File: config.mk
export PLATFORM = sky130hd
export DESIGN_NAME = sineCordicTop
export DESIGN_NICKNAME = d
export VERILOG_FILES = /design/src/rtl/sineCordicPkg.sv /design/src/rtl/sineCtrl.sv /design/src/rtl/sineDatapath.sv /design/src/rtl/sineCordicTop.sv
export SDC_FILE = /design/constraint.sdc
export NUM_CORES = 2
export LEC_CHECK = 0
export BUFFER_PORTS_ARGS = -buffer_cell sky130_fd_sc_hd__clkbuf_2
export CAP_MARGIN = 20
export CELL_PAD_IN_SITES_DETAIL_PLACEMENT = 0
export CELL_PAD_IN_SITES_GLOBAL_PLACEMENT = 1
export CORE_MARGIN = 2
export CORE_UTILIZATION = 47
export CTS_CLUSTER_SIZE = 30
export DETAILED_ROUTE_END_ITERATION = 8
export PLACE_DENSITY = 0.9
export RECOVER_POWER = 25
export SLEW_MARGIN = 0
export SYNTH_ARGS = -nofsm -noshare
export SYNTH_HDL_FRONTEND = slang
export SYNTH_SLANG_ARGS = --single-unit
export TNS_END_PERCENT = 100
File: constraint.sdc
create_clock -name clk -period 3.91 [get_ports clk]
set_input_delay 0.391 -clock clk [delete_from_list [all_inputs] [get_ports clk]]
set_output_delay 0.391 -clock clk [all_outputs]
set_load 0.05 [all_outputs]
File: src/rtl/sineCordicPkg.sv
package sineCordicPkg;

  typedef struct packed {
    logic seedEn;   // load folded angle and start vector
    logic outEn;    // load rounded, signed result
  } sineStrobeT;

  localparam real PI_R = 3.14159265358979323846;

  // Product of the stretch factors of the shift-add stages actually used.
  function automatic real stageGain(int firstIter, int lastIter);
    real g;
    g = 1.0;
    for (int i = firstIter; i <= lastIter; i++) g = g * $sqrt(1.0 + 2.0 ** (-2 * i));
    return g;
  endfunction

  // atan(2^-iter) expressed in units of one circle / 2^circleBits.
  function automatic int atanUnits(int iter, int circleBits);
    real v;
    v = $atan(2.0 ** (-iter)) * (2.0 ** circleBits) / (2.0 * PI_R);
    return $rtoi(v + 0.5);
  endfunction

  // Start vector coordinate at the centre of segment idx, divided by the stage gain.
  function automatic int seedCoord(bit wantSin, int idx, int angW, int seedBits,
                                   int firstIter, int lastIter, int one);
    real step;
    real ang;
    real v;
    step = 2.0 ** (angW - 2 - seedBits);
    ang  = (idx * step + step / 2.0) * 2.0 * PI_R / (2.0 ** angW);
    v    = wantSin ? $sin(ang) : $cos(ang);
    v    = v * one / stageGain(firstIter, lastIter);
    return $rtoi(v + 0.5);
  endfunction

endpackage

File: src/rtl/sineCtrl.sv
module sineCtrl
  import sineCordicPkg::*;
#(
  parameter int NITER = 12
) (
  input  logic             clk,
  input  logic             rst,
  input  logic             validIn,
  output sineStrobeT       strb,
  output logic [NITER-1:0] iterEn,
  output logic             validOut
);

  // vld[0]: seed register full; vld[k+1]: after stage k; vld[NITER+1]: result
  logic [NITER+1:0] vld;

  always_ff @(posedge clk) begin
    if (rst) vld <= '0;
    else     vld <= {vld[NITER:0], validIn};
  end

  always_comb begin
    strb.seedEn = validIn;
    strb.outEn  = vld[NITER];
  end

  assign iterEn   = vld[NITER-1:0];
  assign validOut = vld[NITER+1];

  // Occupancy count, observed only by the checks below
  localparam int CW = $clog2(NITER + 3) + 1;
  logic [CW-1:0] inFlight;

  always_ff @(posedge clk) begin
    if (rst) inFlight <= '0;
    else     inFlight <= inFlight + CW'(validIn) - CW'(validOut);
  end

  AST_RESET_CLEARS: assert property (@(posedge clk) rst |=> !validOut);
  AST_NO_PHANTOM: assert property (@(posedge clk) disable iff (rst)
    validOut |-> inFlight != '0);
  AST_DEPTH_BOUND: assert property (@(posedge clk) disable iff (rst)
    inFlight <= CW'(NITER + 2));

endmodule

File: src/rtl/sineDatapath.sv
module sineDatapath
  import sineCordicPkg::*;
#(
  parameter int ANG_W      = 16,
  parameter int OUT_W      = 16,
  parameter int GUARD      = 2,
  parameter int ZF         = 4,
  parameter int SEED_BITS  = 3,
  parameter int FIRST_ITER = 4,
  parameter int LAST_ITER  = 15
) (
  input  logic                       clk,
  input  logic                       rst,
  input  sineStrobeT                 strb,
  input  logic [LAST_ITER-FIRST_ITER:0] iterEn,
  input  logic [ANG_W-1:0]           angleIn,
  output logic signed [OUT_W-1:0]    sineOut
);

  localparam int NITER = LAST_ITER - FIRST_ITER + 1;
  localparam int W     = OUT_W + GUARD + 1;     // guard bits plus one headroom bit
  localparam int ZW    = ANG_W + ZF;            // residual angle with fraction bits
  localparam int AW    = ANG_W - 1;             // folded angle, 0 .. quarter circle
  localparam int SEEDS = 1 << SEED_BITS;
  localparam int STEP  = 1 << (ANG_W - 2 - SEED_BITS);
  localparam int OMAX  = (1 << (OUT_W - 1)) - 1;
  localparam int ONE   = OMAX << GUARD;

  localparam logic signed [ZW-1:0]    Z_LIM    = ZW'((STEP / 2) << ZF);
  localparam logic signed [ZW-1:0]    Z_BND    = ZW'(2 * atanUnits(LAST_ITER - 1, ANG_W + ZF) + NITER);
  localparam logic signed [W-1:0]     Y_HI     = W'(ONE + (1 << (GUARD + 4)));
  localparam logic signed [W-1:0]     Y_LO     = -W'(1 << (GUARD + 4));
  localparam logic signed [W-1:0]     RND_HALF = W'(1 << (GUARD - 1));
  localparam logic signed [OUT_W:0]   SAT_HI   = (OUT_W + 1)'(OMAX);
  localparam logic signed [OUT_W-1:0] MAG_MAX  = OUT_W'(OMAX);

  // ---------------- quadrant fold and segment select ----------------
  logic [1:0]                quad;
  logic [AW-1:0]             resid;
  logic [AW-1:0]             folded;
  logic [SEED_BITS-1:0]      segIdx;
  logic [AW-1:0]             segMid;
  logic signed [AW:0]        dAng;
  logic signed [ZW-1:0]      zSeed;

  always_comb begin
    quad   = angleIn[ANG_W-1 -: 2];
    resid  = {1'b0, angleIn[ANG_W-3:0]};
    folded = quad[0] ? (AW'(1 << (ANG_W - 2)) - resid) : resid;
    segIdx = folded[AW-1] ? {SEED_BITS{1'b1}} : folded[AW-2 -: SEED_BITS];
    segMid = AW'(segIdx) * AW'(STEP) + AW'(STEP / 2);
    dAng   = $signed({1'b0, folded}) - $signed({1'b0, segMid});
    zSeed  = ZW'(dAng) <<< ZF;
  end

  // ---------------- prescaled start vectors ----------------
  logic signed [W-1:0] seedXRom [SEEDS];
  logic signed [W-1:0] seedYRom [SEEDS];

  for (genvar g = 0; g < SEEDS; g++) begin : gSeed
    localparam int SX = seedCoord(1'b0, g, ANG_W, SEED_BITS, FIRST_ITER, LAST_ITER, ONE);
    localparam int SY = seedCoord(1'b1, g, ANG_W, SEED_BITS, FIRST_ITER, LAST_ITER, ONE);
    assign seedXRom[g] = W'(SX);
    assign seedYRom[g] = W'(SY);
  end

  // ---------------- pipeline state ----------------
  logic signed [W-1:0]  xP   [0:NITER-1];
  logic signed [W-1:0]  yP   [0:NITER];
  logic signed [ZW-1:0] zP   [0:NITER-1];
  logic                 negP [0:NITER];

  always_ff @(posedge clk) begin
    if (strb.seedEn) begin
      xP[0]   <= seedXRom[segIdx];
      yP[0]   <= seedYRom[segIdx];
      zP[0]   <= zSeed;
      negP[0] <= quad[1];
    end
  end

  for (genvar k = 0; k < NITER; k++) begin : gStage
    localparam int                   SH    = FIRST_ITER + k;
    localparam logic signed [ZW-1:0] ZSTEP = ZW'(atanUnits(FIRST_ITER + k, ANG_W + ZF));
    logic ccw;
    assign ccw = !zP[k][ZW-1];

    always_ff @(posedge clk) begin
      if (iterEn[k]) begin
        yP[k+1]   <= ccw ? yP[k] + (xP[k] >>> SH) : yP[k] - (xP[k] >>> SH);
        negP[k+1] <= negP[k];
      end
    end

    // the last stage needs neither x nor the residual angle afterwards
    if (k < NITER - 1) begin : gXZ
      always_ff @(posedge clk) begin
        if (iterEn[k]) begin
          xP[k+1] <= ccw ? xP[k] - (yP[k] >>> SH) : xP[k] + (yP[k] >>> SH);
          zP[k+1] <= ccw ? zP[k] - ZSTEP : zP[k] + ZSTEP;
        end
      end
    end
  end

  // ---------------- round, clamp, restore sign ----------------
  logic signed [W-1:0]     yRnd;
  logic signed [OUT_W:0]   yShr;
  logic signed [OUT_W-1:0] mag;

  always_comb begin
    yRnd = yP[NITER] + RND_HALF;
    yShr = $signed(yRnd[W-1:GUARD]);
    if (yShr > SAT_HI)     mag = MAG_MAX;
    else if (yShr[OUT_W])  mag = '0;
    else                   mag = yShr[OUT_W-1:0];
  end

  always_ff @(posedge clk) begin
    if (strb.outEn) sineOut <= negP[NITER] ? -mag : mag;
  end

  AST_SEED_WINDOW: assert property (@(posedge clk) disable iff (rst)
    strb.seedEn |=> (zP[0] >= -Z_LIM && zP[0] <= Z_LIM));
  AST_RESIDUE_CONVERGES: assert property (@(posedge clk) disable iff (rst)
    iterEn[NITER-2] |=> (zP[NITER-1] >= -Z_BND && zP[NITER-1] <= Z_BND));
  AST_NO_OVERFLOW: assert property (@(posedge clk) disable iff (rst)
    iterEn[NITER-1] |=> (yP[NITER] <= Y_HI && yP[NITER] >= Y_LO));
  AST_OUT_HOLD: assert property (@(posedge clk) disable iff (rst)
    !strb.outEn |=> $stable(sineOut));

endmodule

File: src/rtl/sineCordicTop.sv
module sineCordicTop
  import sineCordicPkg::*;
#(
  parameter int ANG_W      = 16,
  parameter int OUT_W      = 16,
  parameter int GUARD      = 2,
  parameter int ZF         = 4,
  parameter int SEED_BITS  = 3,
  parameter int FIRST_ITER = 4,
  parameter int LAST_ITER  = 15
) (
  input  logic                    clk,
  input  logic                    rst,
  input  logic                    validIn,
  input  logic [ANG_W-1:0]        angleIn,
  output logic                    validOut,
  output logic signed [OUT_W-1:0] sineOut
);

  localparam int NITER = LAST_ITER - FIRST_ITER + 1;

  sineStrobeT       strb;
  logic [NITER-1:0] iterEn;

  sineCtrl #(.NITER(NITER)) u_ctrl (
    .clk      (clk),
    .rst      (rst),
    .validIn  (validIn),
    .strb     (strb),
    .iterEn   (iterEn),
    .validOut (validOut)
  );

  sineDatapath #(
    .ANG_W      (ANG_W),
    .OUT_W      (OUT_W),
    .GUARD      (GUARD),
    .ZF         (ZF),
    .SEED_BITS  (SEED_BITS),
    .FIRST_ITER (FIRST_ITER),
    .LAST_ITER  (LAST_ITER)
  ) u_dp (
    .clk     (clk),
    .rst     (rst),
    .strb    (strb),
    .iterEn  (iterEn),
    .angleIn (angleIn),
    .sineOut (sineOut)
  );

endmodule

==> run metrics <==
Post-synth EDFFs 689; gp weighted congestion 0.913; Hold Slack 292 ps; Yosys warnings 0; distinct cell type count after synthesis 88; Vias/cell 5.65; WL/cell 16.4 µm; vias 40,600; placed inst area 57,300 µm²; critical path's slowest cell edfxtp_1; crit end category register; largest incremental delay on the critical path 440 ps; worst vdd ir 0.374 mV; Root Driver clkbuf_16; Hold Fails Final Rpt 0; crit path from u_dp.xP[1][9]; final core utilization 52.0%; final setup vio count 0; commonest non-fill, non-tap cell in the layout edfxtp_1; Syn Area/Cell 10.1 µm²; I/O Buffers 35; fin crit share 94.7%; Die Span Y 346 µm; post-synthesis register bit count 703; post-route ant nets 0; Leakage Power 0.0244 µW; Num Clock Sinks 703; Post-Syn Area 54,900 µm²; total gr overflow 0; DR pass1 iterations 6; syn_nets 6,172; crit path DAT 4110 ps; final antenna diode count 0; CP Cell Sequence or3_1 -> or3_1 -> nor2_1 -> and3_1 -> o21a_1 -> nor2_1 -> ha_1 -> or2_2 -> and3_1 -> a22o_1 -> a211oi_1 -> a21oi_1 -> xnor2_1; filler instances 10,200; CTS tree built; die area 120,000 µm²; setup TNS 0 ps; hpwl dp 92.5 mm; failing checks max-capacitance violations, max-slew violations; FP Rows 125; crit path launch type register; TritonCTS buffer count 85; clk slew on worst S/H paths 60 ps; Place WS 175 ps; R2R cell count 13; vias in the first global route 39,500; commonest non-fill, non-tap cells in the layout edfxtp_1 (689), ha_1 (676), a21oi_1 (490), xnor2_1 (470), nor2_1 (469); Period minus WS final 3700 ps; length of routed met2 wiring 59.8 mm; Reg-to-Reg End u_dp.yP[0][56]; kind of critical path register to register; Worst Clk Skew 27.4 ps; Max Used Layer met4; asr flop ratio synth 0%; initial antenna violation count 0; capture point of the worst path u_dp.yP[0][56]; top-level port count 36; reg2reg start u_dp.xP[1][9]; Hold Path Class input port to register; Iter 0 DRT Violations 2,474; layout cells sized above 1 6.10%; largest net degree at the start of global routing 60; final instance area 60,300 µm²; R2R Setup Slk 210 ps; H-tree depth 3; core footprint 116,000 µm²; DRC viols 0; Max Cap Violations 3; PD cells 410 nW/µm²; status finished with violations; Max-slew headroom -100%; Net count, final 6,309; total track usage 19.3%; CTS Buffer Depth 3; starting density of the core 47.3%; Critical Path Fanout Max 3; cell count of the worst hold path 4; post-synthesis sequential area ratio 38.2%; first-pass GRT wire length 194 mm; WL met3 4.11 mm; Final Max Slew Viols 93; Worst Path Required 4310 ps; Fmax 0.270 GHz; worst-margin pin slew 3010 ps; setup ws final 206 ps; Synth Instances 5,447; Area Growth Syn to Fin 9.85%; die width 346 µm; wl on met1 49.4 mm; ys flop type edfxtp_1; worst-skew pair later-pin latency 670 ps; DRT Wirelength 117 mm
critical path, delay by kind of cell (launching register included):
family                     cells  cell delay, ps
and+or+nand+nor                7            1750
xor gates and xnor gates       1             150
DFF                            1             440
AOI/OAI and AO/OA              4             790
adders and majority gates      1             300
power breakdown:
group | switching [µW] | internal [µW] | leakage (µW) | total (µW)
logic | 3870 | 3140 | 0.0167 | 7010
registers | 409 | 9140 | 0.00638 | 9550
clock network | 3290 | 4870 | 0.00140 | 8160
total | 7560 | 17200 | 0.0244 | 24700
kinds of logic after synthesis:
| kind of cell | Yosys count | synth area share, % |
|---|---|---|
| AOI/OAI and AO/OA | 1585 | 18.6 |
| and+or+nand+nor | 1332 | 11.9 |
| adders and majority gates | 706 | 16.5 |
| DFF | 703 | 38.2 |
| xor gates and xnor gates | 690 | 11.0 |
| buffers and inverters | 369 | 2.57 |
| muxes | 62 | 1.19 |
sequential cells by signal (all words and copies together) (netlist names):
| name | cells |
|---|---|
| u_dp.zP | 205 |
| u_dp.yP | 244 |
| u_dp.negP | 13 |
| u_dp.xP | 211 |
| u_dp.sineOut | 16 |
| u_ctrl.vld | 14 |
area by class of cell:
type	instances	area, µm²	area share [%]
Inverter	299	1120	1.86
Sequential cell	703	21000	34.8
Tap cell	1524	1910	3.16
Timing Repair Buffer	120	828	1.37
Multi-Input combinational cell	4375	32600	54.0
Clock buffer	100	2250	3.73
Clock inverter	59	638	1.06
metrics by stage:
step	cells	total power, µW
floorplan	5447	15000
global placement	7017	16500
detailed placement	7017	16600
CTS	7178	24900
global route	7180	26100
finish	7180	24700
worst min-delay path by stage:
stage	startpoint	to
floorplan	u_dp.negP[0][0]	u_dp.negP[0][1]
global placement	u_dp.negP[0][4]	u_dp.negP[0][5]
detailed placement	u_dp.negP[0][0]	u_dp.negP[0][1]
CTS	angleIn[10]	u_dp.zP[0][18]
global route	angleIn[10]	u_dp.zP[0][18]
finish	angleIn[10]	u_dp.zP[0][18]
Yosys cell counts, types with 37 or more instances:
cell type / n / area, µm²
nand2b_1: 77 / 482
a21o_1: 213 / 1600
a21oi_1: 490 / 2450
nor2b_1: 96 / 601
xnor2_1: 470 / 4120
or3_1: 38 / 238
nand3_1: 92 / 460
nand2_1: 206 / 773
and3_1: 48 / 300
o21bai_1: 54 / 405
ha_1: 676 / 8460
xor2_1: 220 / 1930
o21a_1: 129 / 968
o21ai_0: 240 / 1200
nor2_1: 469 / 1760
nor3_1: 124 / 621
a31oi_1: 81 / 507
clkbuf_1: 55 / 206
a211oi_1: 80 / 601
mux2i_1: 37 / 370
inv_1: 297 / 1110
edfxtp_1: 689 / 20700
metal layers:
metal  vias to the layer above  track usage, %
met5                         -               0
met4                         0            6.87
met3                       241            2.50
met2                       689            36.0
met1                     19100            22.5
li1                      20600               -
repair_timing:
item / 4_1_cts / 5_1_grt
endpoints found under the setup margin: 0 / 15
resized for setup: 0 / 14
hold buffers: 2 / 0
setup buffers: 0 / 1
hold endpoints to repair: 2 / 0
(Power assumes the default switching activity.)
